[config.mk]
export PLATFORM = sky130hd
export DESIGN_NAME = warp_issue_sched
export DESIGN_NICKNAME = d
export VERILOG_FILES = /design/src/rtl/wis_pkg.sv /design/src/rtl/wis_warp_slot.sv /design/src/rtl/wis_rr_pick.sv /design/src/rtl/warp_issue_sched.sv
export SDC_FILE = /design/constraint.sdc
export NUM_CORES = 1
export LEC_CHECK = 0
export BUFFER_PORTS_ARGS = -buffer_cell sky130_fd_sc_hd__buf_2
export CAP_MARGIN = 20
export CORE_UTILIZATION = 30
export CTS_BUF_LIST = sky130_fd_sc_hd__clkbuf_8 sky130_fd_sc_hd__clkbuf_16
export DETAILED_ROUTE_END_ITERATION = 8
export GPL_TIMING_DRIVEN = 0
export MAX_ROUTING_LAYER = met4
export PLACE_DENSITY = 0.41
export SLEW_MARGIN = 20
export SYNTH_ARGS = -nofsm -noshare
export SYNTH_HDL_FRONTEND = slang
export SYNTH_SLANG_ARGS = --single-unit
[constraint.sdc]
create_clock -name clk -period 7.9 [get_ports clk]
set_input_delay 0.395 -clock clk [delete_from_list [all_inputs] [get_ports clk]]
set_output_delay 0.395 -clock clk [all_outputs]
set_load 0.01 [all_outputs]
[src/rtl/wis_pkg.sv]
package wis_pkg;

    typedef enum logic {
        HINT_ALU = 1'b0,
        HINT_MEM = 1'b1
    } hint_e;

    function automatic int idx_bits(input int n);
        return (n > 1) ? $clog2(n) : 1;
    endfunction

endpackage

[src/rtl/wis_warp_slot.sv]
module wis_warp_slot
    import wis_pkg::*;
#(
    parameter int MEM_LAT = 400
) (
    input  logic clk,
    input  logic rst_n,
    input  logic act_hit_i,
    input  logic ret_hit_i,
    input  logic issue_hit_i,
    input  logic mem_hint_i,
    output logic resident_o,
    output logic ready_o
);
    localparam int CW = $clog2(MEM_LAT + 1);

    typedef struct packed {
        logic          res;
        logic [CW-1:0] cnt;
    } slot_t;

    slot_t s_d, s_q;

    always_comb begin
        s_d = s_q;
        if (ret_hit_i) begin
            s_d.res = 1'b0;
            s_d.cnt = '0;
        end else if (act_hit_i && !s_q.res) begin
            s_d.res = 1'b1;
            s_d.cnt = '0;
        end else if (issue_hit_i && (hint_e'(mem_hint_i) == HINT_MEM)) begin
            s_d.cnt = CW'(MEM_LAT);
        end else if (s_q.cnt != '0) begin
            s_d.cnt = s_q.cnt - 1'b1;
        end
    end

    always_ff @(posedge clk) begin
        if (!rst_n) begin
            s_q <= '0;
        end else begin
            s_q <= s_d;
        end
    end

    assign resident_o = s_q.res;
    assign ready_o    = s_q.res && (s_q.cnt == '0);

endmodule

[src/rtl/wis_rr_pick.sv]
module wis_rr_pick #(
    parameter int NUM_WARPS = 32,
    parameter int IDW       = 5
) (
    input  logic [NUM_WARPS-1:0] req_i,
    input  logic [IDW-1:0]       last_i,
    output logic                 valid_o,
    output logic [IDW-1:0]       id_o
);
    always_comb begin
        int idx;
        valid_o = 1'b0;
        id_o    = '0;
        for (int k = 1; k <= NUM_WARPS; k++) begin
            idx = int'(last_i) + k;
            if (idx >= NUM_WARPS) idx = idx - NUM_WARPS;
            if (!valid_o && req_i[idx]) begin
                valid_o = 1'b1;
                id_o    = idx[IDW-1:0];
            end
        end
    end

endmodule

[src/rtl/warp_issue_sched.sv]
module warp_issue_sched
    import wis_pkg::*;
#(
    parameter int NUM_WARPS = 32,
    parameter int MEM_LAT   = 400,
    parameter int IDW       = idx_bits(NUM_WARPS),
    parameter int OCW       = $clog2(NUM_WARPS + 1)
) (
    input  logic                 clk,
    input  logic                 rst_n,
    input  logic                 act_valid,
    input  logic [IDW-1:0]       act_id,
    input  logic                 ret_valid,
    input  logic [IDW-1:0]       ret_id,
    input  logic [NUM_WARPS-1:0] kind_mem,
    output logic                 issue_valid,
    output logic [IDW-1:0]       issue_id,
    output logic                 stall,
    output logic [OCW-1:0]       occupancy
);
    typedef struct packed {
        logic [IDW-1:0] last;
        logic [OCW-1:0] occ;
    } top_t;

    top_t t_d, t_q;

    logic [NUM_WARPS-1:0] slot_res;
    logic [NUM_WARPS-1:0] slot_rdy;
    logic [NUM_WARPS-1:0] ret_mask;
    logic [NUM_WARPS-1:0] act_mask;
    logic [NUM_WARPS-1:0] iss_mask;
    logic                 pick_v;
    logic [IDW-1:0]       pick_id;

    for (genvar g = 0; g < NUM_WARPS; g++) begin : g_slot
        assign ret_mask[g] = ret_valid && (int'(ret_id) == g);
        assign act_mask[g] = act_valid && (int'(act_id) == g);
        assign iss_mask[g] = pick_v && (int'(pick_id) == g);

        wis_warp_slot #(.MEM_LAT(MEM_LAT)) u_slot (
            .clk        (clk),
            .rst_n      (rst_n),
            .act_hit_i  (act_mask[g]),
            .ret_hit_i  (ret_mask[g]),
            .issue_hit_i(iss_mask[g]),
            .mem_hint_i (kind_mem[g]),
            .resident_o (slot_res[g]),
            .ready_o    (slot_rdy[g])
        );
    end

    wis_rr_pick #(.NUM_WARPS(NUM_WARPS), .IDW(IDW)) u_pick (
        .req_i  (slot_rdy & ~ret_mask),
        .last_i (t_q.last),
        .valid_o(pick_v),
        .id_o   (pick_id)
    );

    logic act_eff, ret_eff;
    assign act_eff = |(act_mask & ~slot_res & ~ret_mask);
    assign ret_eff = |(ret_mask & slot_res);

    always_comb begin
        t_d = t_q;
        if (pick_v) t_d.last = pick_id;
        t_d.occ = t_q.occ + {{(OCW-1){1'b0}}, act_eff} - {{(OCW-1){1'b0}}, ret_eff};
    end

    always_ff @(posedge clk) begin
        if (!rst_n) begin
            t_q.last <= IDW'(NUM_WARPS - 1);
            t_q.occ  <= '0;
        end else begin
            t_q <= t_d;
        end
    end

    assign issue_valid = pick_v;
    assign issue_id    = pick_id;
    assign occupancy   = t_q.occ;
    assign stall       = (t_q.occ != '0) && !pick_v;

endmodule

==> results of run 1 <==
==> through the flow <==
step	setup slack [ns]	util [%]	instance area, um2	instances	TNS [ns]
after global routing	-0.0483	35.1	30400	4705	-0.0483
after CTS	0.0295	34.8	30100	4693	0
after floorplan	1.37	-	26200	3379	0
after detailed placement	-4.03	32.8	28400	4606	-552.80
final	0.0100	35.1	30400	4707	0
after global placement	-4.89	32.3	27900	4589	-637.38
==> state kept, by name (all words and copies together), names as in the netlist <==
name,flops
g_slot.u_slot.resident_o,32
occupancy,6
t_q,5
g_slot.u_slot.s_q,288
==> cells by family after synthesis <==
group	Yosys count	share of synthesized area (%)
muxes	106	5.74
and+or+nand+nor	1461	28.8
DFF	331	25.3
AOI/OAI and AO/OA	917	25.0
buffers and inverters	276	4.28
adders and majority gates	85	4.08
xor gates and xnor gates	203	6.78
==> cell type report <==
type | instances | share of cell area (%)
clock inverters | 22 | 0.556
clock buffers | 53 | 3.99
inverters | 104 | 1.31
repair buffers | 94 | 1.96
multi-input cells | 2772 | 62.9
diodes | 8 | 0.0659
plain buffers | 168 | 2.61
flip-flops and latches | 331 | 21.8
well taps | 1155 | 4.76
==> layout by cell type, fill, tap and decap left out, types with 26 or more instances in the layout <==
cell type  Yosys  final
and2_1        26     26
nand2b_1      34     34
nand3_1      118    118
clkbuf_16      0     43
mux2i_1       60     56
o21ai_0      140    137
o2111ai_1     33     33
a311oi_1      45     44
dfxtp_1      331    329
xnor2_1      123    117
a41o_1        49     49
nor2_1       457    454
buf_2         22     80
inv_1        100    111
o22ai_1       67     64
nand2_1      263    263
clkbuf_1     120     93
xor2_1        80     78
or2_2         37     37
nor3b_1       32     32
mux4_2        34     34
ha_1          84     82
nor3_1       140    139
a21oi_1      186    184
or3_1         38     37
a31oi_1       30     30
nor4_1        82     66
o211ai_1      38     38
buf_4         10     40
nand3b_1      37     37
nand4_1       33     33
a22oi_1       34     32
==> path summary, 6_finish.rpt <==
kind              cells past startpoint                        to                startpoint  slack [ns]
setup / recovery                     23               issue_id[3]                    t_q[6]        0.01
hold / removal                        2   g_slot[0].u_slot.s_q[0]               kind_mem[0]        0.03
setup reg to reg                     21  g_slot[22].u_slot.s_q[0]                    t_q[9]        0.15
hold reg to reg                       2  g_slot[27].u_slot.s_q[3]  g_slot[27].u_slot.s_q[3]        0.48
==> worst max-delay path: stages (launching register included) <==
cell and delay (ns):
dfxtp_2 0.39, inv_1 0.09, buf_2 0.28, clkbuf_4 0.31, clkbuf_4 0.30, buf_6 0.28
ha_4 0.34, clkbuf_4 0.33, clkbuf_4 0.31, mux2i_1 0.26, mux2i_2 0.39, o22ai_1 0.15
nand4bb_2 0.47, nor4b_4 0.45, nand2_1 0.30, nor3_4 0.36, and3_1 0.29, a2111oi_0 0.10
or3_1 0.42, o211a_1 0.27, nand2b_1 0.21, buf_4 0.23, inv_2 0.13, buf_2 0.15
==> metal layers <==
layer	wire length [um]	vias to the layer above	global-route usage, %
met1	54000	14271	36.7
met4	7250	0	13.2
met5	0	-	-
met3	11400	365	5.64
li1	-	13125	-
met2	55900	1375	44.0
==> timing repair <==
action | 4_1_cts | 5_1_grt
hold endpoints to repair | 0 | 0
pin swaps | 9 | 5
setup endpoints to repair | 174 | 142
setup buffers | 14 | 7
gates resized for setup | 87 | 30
gates cloned | 0 | 0
==> flow_metrics.py, run 1 <==
metrics = {
    "placement": {
        "place_congestion": 1.08,
        "port_buffers": 55,
        "dp_hpwl_mm": 102,
    },
    "synthesis": {
        "ys_seq_area_share_pct": 25.3,
        "synth.distinct_cells": 112,
        "syn_inst": 3379,
        "synth_fp_nets": 3510,
        "synth_edf_count": 0,
        "yosys.area.top_type_share_pct": 25.3,
        "synth_most_common_cell": "nor2_1",
        "syn_area_mm2": 0.0262,
        "synth-seq-cells": 331,
        "synthTopCellsByArea": "dfxtp_1, nor2_1, xnor2_1",
        "yosys.area.top_type": "dfxtp_1",
        "synthArstFlopShare_pct": 0,
        "synthFlopType": "dfxtp_1",
        "syn_avg_cell_area_um2": 7.76,
        "ys_warn_count": 0,
        "synthTopCellsByCount": "nor2_1, dfxtp_1, nand2_1",
    },
    "clocking": {
        "path_clk_slew_ns": 0.06,
        "cts_tree": "done",
        "clockRootBuffer": "clkbuf_16",
        "cts_sinks": 331,
        "clk-insertion-delay-late_ns": 0.63,
        "cts_hold_buf": 0,
        "clockBufferDepth": 3,
        "numCtsBuffers": 43,
        "htree_levels": 2,
    },
    "job": {
        "drv_cap": 0,
    },
    "setup_path": {
        "critPathLaunchType": "flop",
        "cp-end-kind": "primary output",
        "worstSetupPathType": "reg2out",
        "required_ns": 7.51,
        "critPathArrivalTime_ns": 7.49,
        "cp_max_fo": 10,
    },
    "sta": {
        "finClkSkew_ns": 0.0567,
        "hold_slack_ns": 0.0306,
        "hold_viol": 0,
        "fin_crit_ns": 7.89,
        "tightest_slew_ns": 1.24,
        "finalCritPeriodShare_pct": 99.9,
        "max_freq_ghz": 0.127,
        "maxSlewHeadroom_pct": 17.4,
        "setup_viol": 0,
        "rsz0062_at_grt": "yes",
        "slew_viol_final": 0,
    },
    "grt": {
        "grt_usage_pct": 28.9,
        "antenna_found_initial": 9,
        "grt_pass1_wl_mm": 187,
        "overflow": 0,
        "grt_max_degree": 16,
        "grt_pass1_vias": 27494,
    },
    "die": {
        "chipWidth_um": 298,
        "ios": 59,
        "rows": 108,
        "core-area_mm2": 0.0866,
        "die_h_um": 298,
        "initial_core_util_pct": 30.3,
        "die_area_mm2": 0.0886,
    },
    "worst_hold_path": {
        "hold_class": "in2reg",
    },
    "finish": {
        "syn_to_final_growth_pct": 15.9,
        "regArea_mm2": 0.00663,
        "final_net_count": 3645,
        "nFillCells": 9126,
        "multi_input_area_mm2": 0.0191,
        "drive_gt1_share_pct": 13.0,
    },
    "routing": {
        "wirelength_mm": 129,
        "dr.pass1.iters": 6,
        "vias": 29136,
        "drcViolationCount": 0,
        "vias_per_cell": 6.19,
        "ant_nets": 0,
        "drt_iter0_drc": 3049,
        "wl_per_cell_um": 27.3,
    },
    "run_status": {
        "status": "finished clean",
    },
}
Power of run 1 is not shown: default switching activity piles up to over one toggle a cycle in this logic, so the estimate is an artifact.
==> run 2: changes to the inputs <==
--- a/config.mk
+++ b/config.mk
@@ -9,10 +9,11 @@
 export CAP_MARGIN = 20
 export CORE_UTILIZATION = 30
 export CTS_BUF_LIST = sky130_fd_sc_hd__clkbuf_8 sky130_fd_sc_hd__clkbuf_16
+export CTS_CLUSTER_SIZE = 25
 export DETAILED_ROUTE_END_ITERATION = 8
 export GPL_TIMING_DRIVEN = 0
 export MAX_ROUTING_LAYER = met4
-export PLACE_DENSITY = 0.41
+export PLACE_DENSITY_LB_ADDON = 0.15
 export SLEW_MARGIN = 20
 export SYNTH_ARGS = -nofsm -noshare
 export SYNTH_HDL_FRONTEND = slang
==> flow_metrics.py, run 2 (synthesis gave the netlist of run 1 again) <==
metrics = {
    "grt": {
        "grt_max_degree": 16,
        "overflow": 0,
        "antenna_found_initial": 8,
        "grt_usage_pct": 27.6,
        "top_usage_layer": "met2",
        "grtUsageMet2_pct": 40.8,
        "grtUsageMet3_pct": 5.73,
        "grt_pass1_vias": 26487,
        "grt_use_met1_pct": 36.5,
        "grt_pass1_wl_mm": 179,
    },
    "setup_path": {
        "rr_endpoint": "g_slot[31].u_slot.s_q[0]",
        "worstSetupPathType": "reg2out",
        "critPathLaunchType": "flop",
        "worstReg2RegStart": "t_q[6]",
        "r2r_cells": 27,
        "path_delay_family": "buffers and inverters",
        "required_ns": 7.51,
        "cp_slowest_cell": "or4b_4",
        "rrSetupSlack_ns": 0.11,
        "critPathBufInv": 11,
        "cp_max_fo": 10,
        "cp-end-kind": "primary output",
        "cp_num_cells": 25,
        "cp-startpoint": "t_q[6]",
        "crit_path_frequent_cell": "clkbuf_4",
        "critPathArrivalTime_ns": 7.48,
        "endpoint": "issue_id[3]",
        "slowest_delay_ns": 0.62,
    },
    "sta": {
        "slew_viol_final": 0,
        "finClkSkew_ns": 0.0451,
        "tightest_slew_ns": 1.20,
        "hold_viol": 0,
        "setup_viol": 0,
        "tns_ns": 0,
        "maxSlewHeadroom_pct": 20.2,
        "fin_crit_ns": 7.87,
        "hold_slack_ns": 0.0574,
        "max_freq_ghz": 0.127,
        "finalCritPeriodShare_pct": 99.6,
    },
    "placement": {
        "port_buffers": 55,
        "placed_area_mm2": 0.0283,
        "place_congestion": 1.06,
        "dp_hpwl_mm": 97.6,
    },
    "finish": {
        "drive_gt1_share_pct": 12.4,
        "nFillCells": 9231,
        "most-common-layout-cells": "nor2_1, dfxtp_1, nand2_1",
        "top_register": "g_slot.u_slot.s_q",
        "largest_reg_flops": 288,
        "final_common_cell": "nor2_1",
        "syn_to_final_growth_pct": 15.6,
        "fin_util_pct": 35.0,
        "regArea_mm2": 0.00663,
        "multi_input_area_mm2": 0.0191,
        "fin_area_mm2": 0.0303,
        "final_net_count": 3634,
    },
    "clocking": {
        "path_clk_slew_ns": 0.09,
        "htree_levels": 2,
        "numCtsBuffers": 40,
        "clockBufferDepth": 3,
        "cts_sinks": 331,
        "clk-insertion-delay-late_ns": 0.61,
        "cts_tree": "done",
        "clockRootBuffer": "clkbuf_16",
    },
    "routing": {
        "wirelength_mm": 124,
        "ant_nets": 0,
        "vias": 28689,
        "drcViolationCount": 0,
        "wl_per_cell_um": 26.3,
        "vias_per_cell": 6.11,
        "drt_iter0_drc": 3541,
        "dr.pass1.iters": 6,
    },
    "die": {
        "die_h_um": 298,
        "chipWidth_um": 298,
        "die_area_mm2": 0.0886,
        "initial_core_util_pct": 30.3,
        "ios": 59,
        "rows": 108,
        "core-area_mm2": 0.0866,
    },
    "job": {
        "drv_cap": 0,
    },
    "worst_hold_path": {
        "hold_class": "in2reg",
    },
    "run_status": {
        "status": "finished clean",
    },
}
run 2: cell type report:
class                   instances  area share, %
clock buffers                  49           3.75
repair buffers                 84           1.72
clock inverters                24          0.982
plain buffers                 170           2.59
well taps                    1155           4.77
multi-input cells            2772           63.0
diodes                          7         0.0578
flip-flops and latches        331           21.9
inverters                     104           1.31
run 2: worst min-delay path by stage:
stage,from,endpoint,cells past startpoint,slack (ns)
3_5_place_dp,g_slot[31].u_slot.s_q[3],g_slot[31].u_slot.s_q[3],2,0.48
4_1_cts,kind_mem[5],g_slot[5].u_slot.s_q[0],2,0.04
6_report,kind_mem[5],g_slot[5].u_slot.s_q[0],2,0.06
5_1_grt,kind_mem[5],g_slot[5].u_slot.s_q[1],2,0.05
3_3_place_gp,g_slot[27].u_slot.s_q[3],g_slot[27].u_slot.s_q[3],2,0.47
2_1_floorplan,g_slot[0].u_slot.s_q[3],g_slot[0].u_slot.s_q[3],2,0.45
run 2: layer usage:
layer / part of all wire, % / wire length (um)
met1: 43 / 53700
met2: 42 / 52400
met3: 9.6 / 11800
met4: 4.7 / 5760
met5: 0 / 0
run 2: what timing repair did:
action / CTS / global route
buffers inserted: 12 / 2
resized for setup: 83 / 34
hold buffers: 1 / 0
setup endpoints to repair: 174 / 164
pin swaps: 6 / 0
endpoints found under the hold margin: 1 / 0
run 2: through the flow:
stage	worst slack [ns]	cells
after floorplan	1.37	3379
after global placement	-4.23	4589
after detailed placement	-3.42	4602
after CTS	0.00198	4686
after global routing	-0.00875	4696
final	0.0278	4696
Power of run 2 is left out for the same reason.
